`config.mk`:
```
export PLATFORM = sky130hd
export DESIGN_NAME = cmdSequencer
export DESIGN_NICKNAME = d
export VERILOG_FILES = /design/src/rtl/seqPkg.sv /design/src/rtl/seqCtrl.sv /design/src/rtl/seqDatapath.sv /design/src/rtl/cmdSequencer.sv
export SDC_FILE = /design/constraint.sdc
export NUM_CORES = 1
export LEC_CHECK = 0
export ABC_AREA = 1
export BUFFER_PORTS_ARGS = -buffer_cell sky130_fd_sc_hd__buf_2
export CORE_ASPECT_RATIO = 1.75
export CORE_MARGIN = 1
export CORE_UTILIZATION = 53
export DETAILED_ROUTE_END_ITERATION = 8
export PLACE_DENSITY = 0.88
export SLEW_MARGIN = 10
export SYNTH_ARGS = -nofsm -noshare
export SYNTH_HDL_FRONTEND = slang
export SYNTH_HIERARCHICAL = 1
export SYNTH_SLANG_ARGS = --single-unit
```
`constraint.sdc`:
```
create_clock -name clk -period 2.6 [get_ports clk]
set_clock_uncertainty 0.15 [all_clocks]
set_input_delay 0.52 -clock clk [delete_from_list [all_inputs] [get_ports clk]]
set_output_delay 0.52 -clock clk [all_outputs]
set_load 0.03 [all_outputs]
```
`src/rtl/seqPkg.sv`:
```
package seqPkg;
  localparam int WORD_W = 32;
  localparam int ADDR_W = 6;
  localparam int DATA_W = 25;

  typedef struct packed {
    logic pop;       // head word consumed this edge
    logic freeze;    // halt: hold all counters
    logic tmoClear;  // host abort: drop the timeout
    logic seqOn;     // engine currently active
  } seqStrb_t;
endpackage

```
`src/rtl/seqCtrl.sv`:
```
module seqCtrl
  import seqPkg::*;
#(
  parameter int DELAY_W = 8,
  parameter int TIME_W = 30,
  parameter logic [ADDR_W-1:0] CFG_ADDR = 6'h20
) (
  input  logic clk,
  input  logic rstN,
  input  logic hostEnSet,
  input  logic hostEnClr,
  input  logic haltIn,
  input  logic stopOnEmpty,
  input  logic [DELAY_W-1:0] postWriteDelay,
  input  logic fifoEmpty,
  input  logic [WORD_W-1:0] fifoWord,
  output logic seqActive,
  output logic endIrq,
  output seqStrb_t strb
);
  typedef enum logic [1:0] {IDLE, RUN, WAIT} state_t;

  state_t state;
  logic [TIME_W-1:0] waitCnt;

  logic isWrite, isTimeout, selfOff, canFetch, popNow, emptyStop;
  logic [TIME_W-1:0] timeField, waitLoad, delayLoad;
  logic unusedBits;

  assign isWrite   = fifoWord[31];
  assign isTimeout = !fifoWord[31] && fifoWord[30];
  assign timeField = fifoWord[TIME_W-1:0];
  assign selfOff   = isWrite && (fifoWord[30:25] == CFG_ADDR) && !fifoWord[0];
  assign waitLoad  = (timeField > TIME_W'(1)) ? timeField - TIME_W'(1) : '0;
  assign delayLoad = TIME_W'(postWriteDelay);
  assign unusedBits = ^fifoWord[24:1];

  assign canFetch  = (state == RUN) && !haltIn && !hostEnClr;
  assign popNow    = canFetch && !fifoEmpty;
  assign emptyStop = canFetch && fifoEmpty && stopOnEmpty && !hostEnSet;

  assign seqActive     = (state != IDLE);
  assign strb.pop      = popNow;
  assign strb.freeze   = haltIn;
  assign strb.tmoClear = hostEnClr;
  assign strb.seqOn    = seqActive;

  always_ff @(posedge clk or negedge rstN) begin
    if (!rstN) begin
      state   <= IDLE;
      waitCnt <= '0;
      endIrq  <= 1'b0;
    end else begin
      endIrq <= 1'b0;
      if (hostEnClr) begin
        state <= IDLE;
      end else begin
        if (popNow) begin
          if (isWrite) begin
            if (selfOff && !hostEnSet) begin
              state  <= IDLE;
              endIrq <= 1'b1;
            end else if (delayLoad != '0) begin
              state   <= WAIT;
              waitCnt <= delayLoad;
            end
          end else if (!isTimeout && waitLoad != '0) begin
            state   <= WAIT;
            waitCnt <= waitLoad;
          end
        end else if (emptyStop) begin
          state  <= IDLE;
          endIrq <= 1'b1;
        end else if (state == WAIT && !haltIn) begin
          waitCnt <= waitCnt - TIME_W'(1);
          if (waitCnt == TIME_W'(1)) state <= RUN;
        end
        if (hostEnSet && state == IDLE) state <= RUN;
      end
    end
  end


  start_by_host_chk: assert property (@(posedge clk) disable iff (!rstN)
    $rose(state != IDLE) |-> $past(hostEnSet));


  end_irq_idle_chk: assert property (@(posedge clk) disable iff (!rstN)
    endIrq |-> (!seqActive && $past(state != IDLE)));


  halt_hold_chk: assert property (@(posedge clk) disable iff (!rstN)
    (haltIn && state == WAIT && !hostEnClr) |=> ($stable(waitCnt) && state == WAIT));
endmodule

```
`src/rtl/seqDatapath.sv`:
```
module seqDatapath
  import seqPkg::*;
#(
  parameter int TIME_W = 30,
  parameter int PROT_N = 4,
  parameter logic [PROT_N*ADDR_W-1:0] PROT_LIST = {6'h3E, 6'h3D, 6'h3C, 6'h3B}
) (
  input  logic clk,
  input  logic rstN,
  input  seqStrb_t strb,
  input  logic [WORD_W-1:0] fifoWord,
  output logic regWrEn,
  output logic [ADDR_W-1:0] regWrAddr,
  output logic [DATA_W-1:0] regWrData,
  output logic cmdStrobe,
  output logic [WORD_W-1:0] cmdWord,
  output logic tmoDone,
  output logic tmoLate
);
  logic [PROT_N-1:0] hitVec;
  logic [TIME_W-1:0] tmoCnt;
  logic tmoRun, writeOk, tmoStart;

  for (genvar i = 0; i < PROT_N; i++) begin : g_prot
    assign hitVec[i] = (fifoWord[30:25] == PROT_LIST[i*ADDR_W +: ADDR_W]);
  end

  assign writeOk  = strb.pop && fifoWord[31] && !(|hitVec);
  assign tmoStart = strb.pop && !fifoWord[31] && fifoWord[30];

  always_ff @(posedge clk or negedge rstN) begin
    if (!rstN) begin
      regWrEn   <= 1'b0;
      regWrAddr <= '0;
      regWrData <= '0;
      cmdStrobe <= 1'b0;
      cmdWord   <= '0;
    end else begin
      cmdStrobe <= strb.pop;
      regWrEn   <= writeOk;
      if (strb.pop) cmdWord <= fifoWord;
      if (writeOk) begin
        regWrAddr <= fifoWord[30:25];
        regWrData <= fifoWord[DATA_W-1:0];
      end
    end
  end

  always_ff @(posedge clk or negedge rstN) begin
    if (!rstN) begin
      tmoCnt  <= '0;
      tmoRun  <= 1'b0;
      tmoDone <= 1'b0;
      tmoLate <= 1'b0;
    end else begin
      tmoDone <= 1'b0;
      tmoLate <= 1'b0;
      if (strb.tmoClear) begin
        tmoCnt <= '0;
        tmoRun <= 1'b0;
      end else if (tmoStart) begin
        tmoCnt <= fifoWord[TIME_W-1:0];
        tmoRun <= (fifoWord[TIME_W-1:0] != '0);
      end else if (tmoRun && !strb.freeze) begin
        tmoCnt <= tmoCnt - TIME_W'(1);
        if (tmoCnt == TIME_W'(1)) begin
          tmoRun  <= 1'b0;
          tmoDone <= 1'b1;
          tmoLate <= strb.seqOn;
        end
      end
    end
  end

  function automatic logic isProt(input logic [ADDR_W-1:0] a);
    logic hit = 1'b0;
    for (int k = 0; k < PROT_N; k++)
      if (PROT_LIST[k*ADDR_W +: ADDR_W] == a) hit = 1'b1;
    return hit;
  endfunction


  wr_match_chk: assert property (@(posedge clk) disable iff (!rstN)
    regWrEn |-> (cmdStrobe && cmdWord[31] && regWrAddr == cmdWord[30:25]
                 && regWrData == cmdWord[DATA_W-1:0]));


  prot_drop_chk: assert property (@(posedge clk) disable iff (!rstN)
    (cmdStrobe && cmdWord[31] && isProt(cmdWord[30:25])) |-> !regWrEn);


  tmo_pulse_chk: assert property (@(posedge clk) disable iff (!rstN)
    tmoDone |=> !tmoDone);


  tmo_late_chk: assert property (@(posedge clk) disable iff (!rstN)
    tmoLate |-> tmoDone);
endmodule

```
`src/rtl/cmdSequencer.sv`:
```
module cmdSequencer
  import seqPkg::*;
#(
  parameter int DELAY_W = 8,
  parameter int TIME_W = 30,
  parameter logic [5:0] CFG_ADDR = 6'h20,
  parameter int PROT_N = 4,
  parameter logic [PROT_N*6-1:0] PROT_LIST = {6'h3E, 6'h3D, 6'h3C, 6'h3B}
) (
  input  logic clk,
  input  logic rstN,
  input  logic hostEnSet,
  input  logic hostEnClr,
  input  logic haltIn,
  input  logic stopOnEmpty,
  input  logic [DELAY_W-1:0] postWriteDelay,
  input  logic fifoEmpty,
  input  logic [31:0] fifoWord,
  output logic fifoPop,
  output logic regWrEn,
  output logic [5:0] regWrAddr,
  output logic [24:0] regWrData,
  output logic cmdStrobe,
  output logic [31:0] cmdWord,
  output logic seqActive,
  output logic endIrq,
  output logic tmoDone,
  output logic tmoLate
);
  seqStrb_t strb;

  assign fifoPop = strb.pop;

  seqCtrl #(.DELAY_W(DELAY_W), .TIME_W(TIME_W), .CFG_ADDR(CFG_ADDR)) u_ctrl (
    .clk(clk), .rstN(rstN), .hostEnSet(hostEnSet), .hostEnClr(hostEnClr),
    .haltIn(haltIn), .stopOnEmpty(stopOnEmpty), .postWriteDelay(postWriteDelay),
    .fifoEmpty(fifoEmpty), .fifoWord(fifoWord), .seqActive(seqActive),
    .endIrq(endIrq), .strb(strb)
  );

  seqDatapath #(.TIME_W(TIME_W), .PROT_N(PROT_N), .PROT_LIST(PROT_LIST)) u_dp (
    .clk(clk), .rstN(rstN), .strb(strb), .fifoWord(fifoWord),
    .regWrEn(regWrEn), .regWrAddr(regWrAddr), .regWrData(regWrData),
    .cmdStrobe(cmdStrobe), .cmdWord(cmdWord), .tmoDone(tmoDone), .tmoLate(tmoLate)
  );
endmodule

```
== Word level (Yosys, flattened, before mapping) ==
Cells that the tools add are included.
Word-level totals
  bits in latches: 0
  register bits: 131
  memories kept: 0
  bits of input ports: 47
  ROM bits: 0
  output and inout port bits: 70
  RAM bits: 0
Operators by class
  reductions and logical operators: 40
  $add $sub $neg: 3
  multiply operators: 0
  eq/ne operators: 15
  order comparisons: 1
  divide/modulo/power cells: 0
  bitwise gates (word level): 1
  mux-type cells: 38
  shifts and indexed selects: 0
Operators with widths (count)
  $mux W30: 11
  $reduce_bool A30 Y1: 3
  $sub A30 B1 Y30 const B: 3
  $eq A30 B1 Y1 const B: 2
  $eq A6 B6 Y1 const B: 5
  $gt A30 B1 Y1 const B: 1
  $mux W2: 10
  $logic_and A1 B1 Y1: 18
  $mux W1: 17
  $reduce_bool A5 Y1: 2
  $logic_not A1 Y1: 8
  $ne A3 B2 Y1 const B: 2
  $ne A6 B3 Y1 const B: 1
  $reduce_and A6 Y1: 1
  $reduce_bool A3 Y1: 2
  $ne A5 B3 Y1 const B: 1
  $reduce_and A4 Y1: 1
  $reduce_bool A2 Y1: 2
  $reduce_or A4 Y1: 1
  $ne A3 B3 Y1 const B: 1
  $eq A2 B1 Y1 const B: 1
  $eq A2 B2 Y1 const B: 1
  $logic_not A2 Y1: 1
  $ne A2 B2 Y1 const B: 1
  other kinds (2): 2

== Depth between registers and ports, before layout ==
Gate-level depths: netlist of run 1.
  depth after elaboration: 10
  mapped depth: 20
  depth with buffers taken out: 18

== By module ==
The synthesis of run 1 kept the hierarchy.
By module, submodules not included
  seqDatapath: area each 4883.4 µm², times used 1, cells each 651
  seqCtrl: area each 3843.7 µm², times used 1, cells each 670

== Least setup slack after synthesis of run 1 ==
No wires, ideal clock.
  path kind: input to register
  from: input port haltIn
  to: register u_dp.tmoCnt[4]
  library setup time: 0.130 ns
  stages: 12
  slack: -0.313 ns
  data arrival time: 2.634 ns
  data required time: 2.320 ns
  path buffers: 4
  path through: nor4_1 > inv_1 > nor2_2 > clkbuf_1 > buf_4 > buf_4 > nand2_4 > nor2_4 > clkinv_1 > buf_2 > o22ai_1 > o22ai_1
On the way
  word-level cells in the longest chain between the ends: 8
  elaborated cells on any way between the ends: 10
  classes of those cells: 2 x mux; 8 x reduce/logical
Ends and longest elaborated chain
  from (decl): RTL line cmdSequencer.sv:14  | input logic haltIn,
  $logic_not A1 Y1 *: RTL line seqCtrl.sv:38  | assign canFetch = (state == RUN) && !haltIn && !hostEnClr;
  $logic_and A1 B1 Y1 * (2 in series): RTL line seqCtrl.sv:38
  $logic_and A1 B1 Y1 *: RTL line seqCtrl.sv:39  | assign popNow = canFetch && !fifoEmpty;
  named net u_ctrl.popNow: RTL line seqCtrl.sv:26  | logic isWrite, isTimeout, selfOff, canFetch, popNow, emptyStop;
  $logic_and A1 B1 Y1 * (2 in series): RTL line seqDatapath.sv:29  | assign tmoStart = strb.pop && !fifoWord[31] && fifoWord[30];
  $mux W30: RTL line seqDatapath.sv:61  | end else if (tmoStart) begin
  $mux W30: RTL line seqDatapath.sv:58  | if (strb.tmoClear) begin
  to (signal assigned): RTL line seqDatapath.sv:62  | tmoCnt <= fifoWord[TIME_W-1:0];
  to (signal assigned): RTL line seqDatapath.sv:65  | tmoCnt <= tmoCnt - TIME_W'(1);
  to (decl): RTL line seqDatapath.sv:21  | logic [TIME_W-1:0] tmoCnt;
Mark *: on every way through the listed nets, which the timed path passes. The rest lies on a longest branch.
A chain may end at the register's enable or synchronous reset.

== Final worst setup path of run 1 ==
  from: register u_ctrl.state[1]
  to: output port fifoPop
On the way
  word-level cells in the longest chain between the ends: 4
Ends and longest elaborated chain
  from (decl): RTL line seqCtrl.sv:23  | state_t state;
  from (signal assigned): RTL line seqCtrl.sv:50  | state <= IDLE;
  from (signal assigned): RTL line seqCtrl.sv:56  | state <= IDLE;
  from (signal assigned): RTL line seqCtrl.sv:61  | state <= IDLE;
  $eq A2 B1 Y1: RTL line seqCtrl.sv:38
  $logic_and A1 B1 Y1 (2 in series): RTL line seqCtrl.sv:38
  $logic_and A1 B1 Y1: RTL line seqCtrl.sv:39
  to (decl): RTL line cmdSequencer.sv:19  | output logic fifoPop,
Every way passes these cells.

==> flow_summary.json, run 1 <==
{
  "fillers": 1326,
  "r2r-start": "u_ctrl/waitCnt[2]",
  "start_util_pct": 54.4,
  "clockRootBuffer": "clkbuf_16",
  "postSynthCellCount": 1321,
  "finalSetupViolations": 0,
  "remaining_drc_errors": 0,
  "worstSetupStartpointType": "flip-flop",
  "rrSetupSlack_ns": 0.15,
  "worst_slack_ns": 0.0964,
  "drive_gt1_share_pct": 22.0,
  "cts_sinks": 131,
  "syn_area_um2": 8730,
  "dieArea_um2": 17000,
  "viasPerCell": 5.71,
  "cts_buffer_depth": 2,
  "nNetsFinal": 1615,
  "rows": 61,
  "critPathMaxStageDelay_ns": 0.43,
  "grt_max_degree": 63,
  "critical-path-slowest-cell": "dfrtp_1",
  "antenna_found_initial": 1,
  "grt_pass1_vias": 10011,
  "ys_top_cells_by_count": "nand2_1 (376), nor2_1 (203), inv_1 (149)",
  "dp_hpwl_um": 23500,
  "finish.utilization_pct": 70.0,
  "reg2reg_to": "u_ctrl/waitCnt[25]",
  "preCtsSetupSlack_ns": -0.492,
  "die_w_um": 99,
  "dp.cells": 1728,
  "status": "completed",
  "crit_required_ns": 1.93,
  "vias": 10067,
  "dr.pass1.iters": 6,
  "fin_tns_setup_ns": 0,
  "min_path_type": "primary input to flip-flop",
  "grt_pass1_wl_um": 48500,
  "synth-main-ff-cell": "dfrtp_1",
  "core_area_um2": 16000,
  "slew_violations": 0,
  "grtUsageTotal_pct": 37.6,
  "path_buf_inv": 3,
  "clk-insertion-delay-late_ns": 0.43,
  "max_cap_viol_count": 0,
  "fin_crit_sh_pct": 96.3,
  "grt_overflow": 0,
  "timing.critical_path.to_type": "output port",
  "clk_pin_slew_ns": 0.06,
  "fin_area_um2": 11200,
  "period_needed_ns": 2.50,
  "crit_chain": "nor4_4 -> inv_2 -> nor2_4 -> buf_4 -> buf_2",
  "crit_type": "flip-flop to output port",
  "wl_um": 31400,
  "syn_nets": 1374,
  "htreeDepth": 4,
  "drt-initial-drc-count": 780,
  "finalPower_mw": 11.1,
  "arrival_ns": 1.83,
  "place.gp.congestion": 0.996,
  "yosysUniqueCellTypes": 43,
  "startpoint": "u_ctrl/state[1]",
  "hold_ws_ns": 0.259,
  "final_cells": 1764,
  "die_h_um": 172,
  "synth_most_common_cell": "nand2_1",
  "io_pins": 117,
  "area_growth_pct": 28.5,
  "ys.warnings.count": 6,
  "hold_path_depth": 3,
  "dpl_cell_area_um2": 10500,
  "critPathMaxFanout": 9,
  "syn_area_per_cell_um2": 6.61,
  "wl_per_cell_um": 17.8,
  "port_buffers": 116,
  "synth_edf_count": 0,
  "ant_nets": 0,
  "cts_tree": "built",
  "synth_seq_area_share_pct": 37.6,
  "ys_ff_latch": 131,
  "synth_top_cell_by_area": "dfrtp_1",
  "synth_top_cell_area_share_pct": 37.6,
  "p_leak_nw": 6.10,
  "r2r_cells": 12,
  "clock.fmax_mhz": 399,
  "cts_buffers": 17,
  "crit_end": "fifoPop",
  "path_delay_family": "buffers and inverters",
  "async_flop_share_pct": 100,
  "worstMarginPinSlew_ns": 0.630,
  "relSlewSlack_pct": 57.8,
  "ys_top_cells_by_area": "dfrtp_1 (38%), nand2_1 (16%), nor2_1 (8.7%)",
  "powerDensity_nw_per_um2": 992,
  "ir_drop_uv": 718,
  "crit_cells": 5,
  "hold_viol": 0
}
==> kinds of logic after synthesis <==
kind of cell             share of synthesized area [%]
adder cells (fa/ha/maj)                          0.860
flip-flops                                        37.6
buffers and inverters                             9.58
multiplexers                                     0.129
AND/OR/NAND/NOR                                   38.2
AO/OA/AOI/OAI                                     11.4
XOR/XNOR                                          2.21
==> per-layer routing <==
layer  GRT usage, %  routed length (um)
met5              0                   0
met2           68.5               16400
met1           36.8               10500
met4           33.5                2670
met3           5.08                1740
==> final cells by class <==
type / instances / area, um2 / area share (%)
flip-flops and latches: 131 / 3280 / 29.2
clock inverters: 8 / 149 / 1.33
multi-input cells: 991 / 4720 / 42.1
diodes: 1 / 2.50 / 0.0223
inverters: 158 / 594 / 5.30
repair buffers: 263 / 1750 / 15.6
well taps: 189 / 236 / 2.11
clock buffers: 23 / 488 / 4.35
==> worst register-to-register path, cell delays in order (launching register included) <==
cell     delay (ns)
dfrtp_1        0.45
nor2_2         0.21
nand4_1        0.21
buf_4          0.20
nor2_1         0.18
nand2_1        0.12
nor2_1         0.16
buf_4          0.16
nand2_1        0.06
xor2_1         0.14
o21ai_0        0.16
nand3_1        0.11
nand2_1        0.08
==> placed cells by master, fill, tap and decap left out, types with 5 or more instances in the layout <==
cell,count
xnor2_1,6
nor2_1,198
nand3b_1,6
nor4_1,5
nand4_1,29
a21oi_1,66
o22ai_1,7
xor2_1,16
nand3_1,111
dfrtp_1,131
o21ai_0,82
inv_2,8
nand2_1,375
nor3_1,10
buf_4,141
nand2_4,5
nor2_4,5
o211ai_1,5
buf_2,115
inv_1,146
clkbuf_16,17
nor2_2,21
==> flip-flops by register name, indices dropped and copies added (netlist names) <==
signal          cells
u_ctrl/state        2
u_dp/tmoCnt        30
u_ctrl/endIrq       1
u_ctrl/waitCnt     30
u_dp/regWrAddr      6
u_dp/tmoRun         1
u_dp/tmoDone        1
u_dp/cmdStrobe      1
u_dp/cmdWord       32
u_dp/regWrEn        1
u_dp/regWrData     25
u_dp/tmoLate        1
==> worst min-delay path by stage <==
stage                              end               start
floorplan                u_ctrl/endIrq                rstN
global placement    u_ctrl/waitCnt[29]  u_ctrl/waitCnt[29]
detailed placement   u_dp/regWrAddr[5]   u_dp/regWrAddr[5]
CTS                      u_ctrl/endIrq         stopOnEmpty
global route         u_dp/regWrAddr[5]        fifoWord[30]
finish                   u_ctrl/endIrq         stopOnEmpty
==> report_power, final <==
| part | switching [mW] | internal [mW] | total [mW] | leakage (nW) |
|---|---|---|---|---|
| Clock | 0.933 | 1.70 | 2.64 | 0.305 |
| Sequential | 0.600 | 2.67 | 3.27 | 1.67 |
| Combinational | 3.49 | 1.73 | 5.22 | 4.12 |
| Total | 5.02 | 6.10 | 11.1 | 6.10 |
==> what timing repair did <==
action	4_1_cts	5_1_grt
endpoints found under the hold margin	46	0
gates cloned	0	1
resized for setup	2	15
setup endpoints to repair	30	32
hold buffers	1	0
pin swaps	0	5
setup buffers	0	2
(Power assumes the default switching activity.)
==> run 2, diff against run 1 <==
Settings changed: CORE_UTILIZATION 53 to 45, PLACE_DENSITY 0.88 to 0.78.
==> run 2 against run 1 <==
Against the previous run: hold slack worse by 0.022 ns; global-route usage decreased by 5.5 points; clock power hardly changed; sequential power hardly changed; die area up 17%; highest routed layer unchanged; cell area increased by 1.0%; fmax up 0.64%.
==> flow_summary.json, run 2 (synthesis gave the netlist of run 1 again) <==
{
  "dpl_cell_area_um2": 10500,
  "status": "completed",
  "vias": 9820,
  "die_h_um": 186,
  "r2r_cells": 12,
  "ant_nets": 0,
  "crit_required_ns": 2.81,
  "viasPerCell": 5.38,
  "layout_commonest_cell": "nand2_1",
  "worstMarginPinSlew_ns": 0.548,
  "nNetsFinal": 1622,
  "relSlewSlack_pct": 63.4,
  "crit_type": "flip-flop to flip-flop",
  "largest_reg_flops": 32,
  "remaining_drc_errors": 0,
  "cts_sinks": 131,
  "max_cap_viol_count": 0,
  "r2r-start": "u_ctrl/waitCnt[2]",
  "clockRootBuffer": "clkbuf_16",
  "dr.pass1.iters": 7,
  "reg2reg_to": "u_ctrl/waitCnt[29]",
  "drt-initial-drc-count": 704,
  "clock.fmax_mhz": 402,
  "grt_overflow": 0,
  "slew_violations": 0,
  "grt_pass1_wl_um": 48300,
  "finalSetupViolations": 0,
  "cts_tree": "built",
  "grtUsageTotal_pct": 32.1,
  "timing.critical_path.to_type": "flip-flop",
  "powerDensity_nw_per_um2": 974,
  "min_path_type": "primary input to flip-flop",
  "wl_per_cell_um": 16.9,
  "port_buffers": 116,
  "clk-insertion-delay-late_ns": 0.43,
  "rows": 67,
  "max_flop_register": "u_dp/cmdWord",
  "drive_gt1_share_pct": 22.8,
  "ir_drop_uv": 591,
  "cts_buffers": 17,
  "clk_pin_slew_ns": 0.06,
  "period_needed_ns": 2.49,
  "cts_buffer_depth": 2,
  "place.gp.congestion": 1.01,
  "p_leak_nw": 6.15,
  "start_util_pct": 45.7,
  "wl_um": 30900,
  "worstSetupStartpointType": "flip-flop",
  "die_w_um": 107,
  "largest_registers": "u_dp/cmdWord x32, u_ctrl/waitCnt x30, u_dp/tmoCnt x30",
  "fillers": 1790,
  "dieArea_um2": 20000,
  "core_area_um2": 19100,
  "htreeDepth": 4,
  "crit_end": "u_ctrl/waitCnt[29]",
  "worst_slack_ns": 0.112,
  "grt_pass1_vias": 9659,
  "rrSetupSlack_ns": 0.11,
  "fin_crit_sh_pct": 95.7,
  "hold_viol": 0,
  "startpoint": "u_ctrl/waitCnt[2]",
  "grt_max_degree": 51,
  "finalPower_mw": 11.0,
  "layout_common_cells": "nand2_1 (375), nor2_1 (193), buf_4 (149), inv_1 (146), dfrtp_1 (131)",
  "antenna_found_initial": 1,
  "arrival_ns": 2.70,
  "preCtsSetupSlack_ns": -0.427,
  "dp_hpwl_um": 24000,
  "area_growth_pct": 29.8,
  "fin_area_um2": 11300,
  "critPathMaxFanout": 5,
  "io_pins": 117
}
==> run 2: changes by cell type in the layout (fill, tap and decap cells not counted), moves of 2 or more <==
cell,delta
nor2_2,+6
nor2_1,-5
clkbuf_8,-2
buf_4,+8
==> run 2: how the worst min path moves through the flow <==
stage	startpoint	to	slack [ns]	depth (start not counted)
finish	stopOnEmpty	u_ctrl/endIrq	0.24	3
global placement	u_ctrl/waitCnt[29]	u_ctrl/waitCnt[29]	0.31	2
floorplan	rstN	u_ctrl/endIrq	0.07	0
global route	stopOnEmpty	u_ctrl/endIrq	0.26	3
CTS	stopOnEmpty	u_ctrl/endIrq	0.23	3
detailed placement	u_dp/regWrAddr[5]	u_dp/regWrAddr[5]	0.31	2
==> run 2: report_power, final <==
| group | total [mW] | switching (mW) | internal, mW |
|---|---|---|---|
| registers | 3.24 | 0.569 | 2.67 |
| clock network | 2.61 | 0.953 | 1.66 |
| logic | 5.19 | 3.47 | 1.72 |
==> run 2: per-layer routing <==
metal / global-route usage [%] / part of all wire, % / wire length, um
met1: 31.9 / 34 / 10500
met2: 59.1 / 53 / 16400
met3: 4.60 / 4.7 / 1460
met4: 25.7 / 7.9 / 2440
met5: 0 / 0 / 0
==> run 2: through the flow <==
stage          std cells  hold slack (ns)  utilization (%)  TNS [ns]
6_report            1825            0.238             59.3         0
5_1_grt             1824            0.264             59.3   -0.0516
4_1_cts             1815            0.228             58.6         0
3_5_place_dp        1782            0.315             55.2    -12.72
3_3_place_gp        1782            0.306             55.2    -10.68
2_1_floorplan       1321           0.0744                -         0
==> run 2: cell type report <==
| type | count | area, um2 | share of cell area (%) |
|---|---|---|---|
| Timing Repair Buffer | 270 | 1800 | 15.8 |
| Clock inverter | 12 | 179 | 1.58 |
| Multi-Input combinational cell | 991 | 4720 | 41.7 |
| Inverter | 158 | 594 | 5.24 |
| Sequential cell | 131 | 3280 | 28.9 |
| Clock buffer | 20 | 457 | 4.03 |
| Tap cell | 241 | 302 | 2.66 |
| Antenna cell | 2 | 5.00 | 0.0442 |
==> run 2: critical path: stages, from the launching register on <==
cell     delay (ns)
dfrtp_1        0.44
nor2_1         0.24
nand4_1        0.14
buf_4          0.18
nor2_2         0.18
nand2_1        0.12
nor2_1         0.17
nand4_1        0.24
a21oi_1        0.20
o21ai_0        0.11
o21ai_0        0.08
nand3_1        0.09
nand2_1        0.08
==> run 2: what timing repair did <==
| item | in CTS | in global routing |
|---|---|---|
| hold endpoints to repair | 41 | 0 |
| setup buffers | 0 | 7 |
| hold buffers | 1 | 0 |
| gates resized for setup | 0 | 19 |
| setup endpoints to repair | 0 | 34 |
==> run 3, diff against run 2 <==
Settings changed: CORE_ASPECT_RATIO 1.75 to not set.
==> run 3 against run 2 <==
Against the previous run: final cell count grew 0.66%; non-clock buffer count shrank 6; global-route usage shrank 1.6 points; register-to-register slack gained 0.03 ns; die area shrank 0.11%; clock power shrank 7%; highest routed layer unchanged.
==> flow_summary.json, run 3 (synthesis gave the netlist of run 1 again) <==
{
  "combPwrFrac_pct": 47.2,
  "finalSetupViolations": 0,
  "antenna_found_initial": 0,
  "remaining_drc_errors": 0,
  "fin_crit_sh_pct": 96.4,
  "viasPerCell": 5.36,
  "slew_violations": 0,
  "swShare_pct": 47.1,
  "wl_per_cell_um": 16.3,
  "relSlewSlack_pct": 62.6,
  "hold_ws_ns": 0.286,
  "worst_slack_ns": 0.0924,
  "start_util_pct": 46.3,
  "worstMarginPinSlew_ns": 0.559,
  "status": "completed",
  "vias": 9847,
  "grt_max_degree": 54,
  "cts_buffers": 17,
  "die_w_um": 141,
  "wl_um": 29900,
  "min_path_type": "primary input to flip-flop",
  "crit_required_ns": 1.93,
  "drive_gt1_share_pct": 22.4,
  "period_needed_ns": 2.51,
  "io_pins": 117,
  "powerDensity_nw_per_um2": 944,
  "dpl_cell_area_um2": 10600,
  "dr.pass1.iters": 6,
  "crit_chain": "nor4_4 -> inv_2 -> nor2_4 -> buf_12 -> clkbuf_4",
  "grt_pass1_vias": 9314,
  "path_buf_inv": 3,
  "finish.utilization_pct": 60.5,
  "cts_sinks": 131,
  "crit_type": "flip-flop to output port",
  "layout_common_cells": "nand2_1 (374), nor2_1 (198), inv_1 (146), buf_4 (134), dfrtp_1 (131)",
  "die_h_um": 141,
  "htreeDepth": 4,
  "timing.critical_path.to_type": "output port",
  "rows": 50,
  "clockRootBuffer": "clkbuf_16",
  "multiInputGateArea_um2": 4730,
  "nNetsFinal": 1617,
  "critical-path-slowest-cell": "dfrtp_1",
  "path_delay_family": "simple AND/OR/NAND/NOR gates",
  "rrSetupSlack_ns": 0.14,
  "clk_pin_slew_ns": 0.07,
  "cts_buffer_depth": 2,
  "clock.fmax_mhz": 399,
  "area_growth_pct": 30.5,
  "largest_registers": "u_dp/cmdWord x32, u_ctrl/waitCnt x30, u_dp/tmoCnt x30",
  "core_area_um2": 18800,
  "fin_area_um2": 11400,
  "hold_viol": 0,
  "dp_hpwl_um": 22700,
  "cts_tree": "built",
  "antenna_cells": 0,
  "p_leak_nw": 6.17,
  "layout_commonest_cell": "nand2_1",
  "max_cap_viol_count": 0,
  "grt_pass1_wl_um": 47300,
  "critPathMaxFanout": 24,
  "grt_overflow": 0,
  "preCtsSetupSlack_ns": -0.342,
  "p_sw_mw": 5.06,
  "power_frac_clock_pct": 22.6,
  "finalPower_mw": 10.7,
  "internal_power_mw": 5.69,
  "clk-insertion-delay-late_ns": 0.44,
  "place.gp.congestion": 1.00,
  "grtUsageTotal_pct": 30.5,
  "worstSetupStartpointType": "flip-flop",
  "pwr-share-seq_pct": 30.2,
  "ir_drop_uv": 532,
  "max_flop_register": "u_dp/cmdWord",
  "fillers": 1717,
  "dieArea_um2": 20000,
  "drt-initial-drc-count": 840,
  "ant_nets": 0,
  "largest_reg_flops": 32,
  "regArea_um2": 3280,
  "critPathMaxStageDelay_ns": 0.43,
  "port_buffers": 116,
  "arrival_ns": 1.84
}
==> run 3: cell count changes in the layout (fill, tap and decap cells not counted), sizes merged <==
cell / previous run / this run
clkinvlp: 3 / 1
bufinv: 4 / 0
clkinv: 8 / 9
nand2: 386 / 387
inv: 155 / 163
clkbuf: 20 / 18
diode: 2 / 0
buf: 269 / 262
==> run 3: per-stage QoR <==
step / std cells / TNS (ns)
2_1_floorplan: 1321 / 0
3_3_place_gp: 1796 / -8.19
3_5_place_dp: 1796 / -10.03
4_1_cts: 1829 / 0
5_1_grt: 1837 / -0.398
6_report: 1837 / 0
==> run 3: cell type report <==
type / instances / share of cell area (%)
Clock buffer: 17 / 3.74
Sequential cell: 131 / 28.8
Clock inverter: 15 / 1.60
Inverter: 158 / 5.22
Multi-Input combinational cell: 992 / 41.6
Timing Repair Buffer: 264 / 16.2
Tap cell: 260 / 2.86
==> run 3: metal layers <==
layer	global-route usage (%)	vias up	wire (um)
met1	37.6	4607	12200
met4	13.7	0	1090
li1	-	4748	-
met3	6.01	74	2120
met5	0	-	0
met2	51.7	418	14400
==> run 3: tightest hold or removal path, delay by kind of cell <==
kind,cells,cell delay [ns]
simple gates,2,0.14
buf+inv,1,0.18
==> run 3: worst paths after layout <==
check / start / end / depth (start not counted)
min: fifoWord[30] / u_dp/regWrAddr[5] / 3
min in group asynchronous: rstN / u_ctrl/waitCnt[3] / 2
min reg2reg: u_ctrl/waitCnt[29] / u_ctrl/waitCnt[29] / 2
max in group asynchronous: rstN / u_dp/cmdWord[4] / 3
max reg2reg: u_ctrl/state[1] / u_dp/tmoCnt[15] / 13
max: u_ctrl/state[1] / fifoPop / 5
==> run 3: power groups by stage <==
| stage | clock [mW] | combinational (mW) | sequential [mW] |
|---|---|---|---|
| finish | 2.43 | 5.07 | 3.24 |
| global route | 2.55 | 5.65 | 3.31 |
| CTS | 2.46 | 4.97 | 3.22 |
| detailed placement | 0 | 4.94 | 3.24 |
| global placement | 0 | 4.84 | 3.24 |
| floorplan | 0 | 2.88 | 3.76 |
==> run 3: what timing repair did <==
| item | in CTS | in global routing |
|---|---|---|
| pin swaps | 1 | 9 |
| buffers inserted | 0 | 6 |
| hold endpoints to repair | 49 | 0 |
| gates cloned | 0 | 2 |
| hold buffers | 1 | 0 |
| setup endpoints to repair | 1 | 33 |
| resized for setup | 2 | 24 |
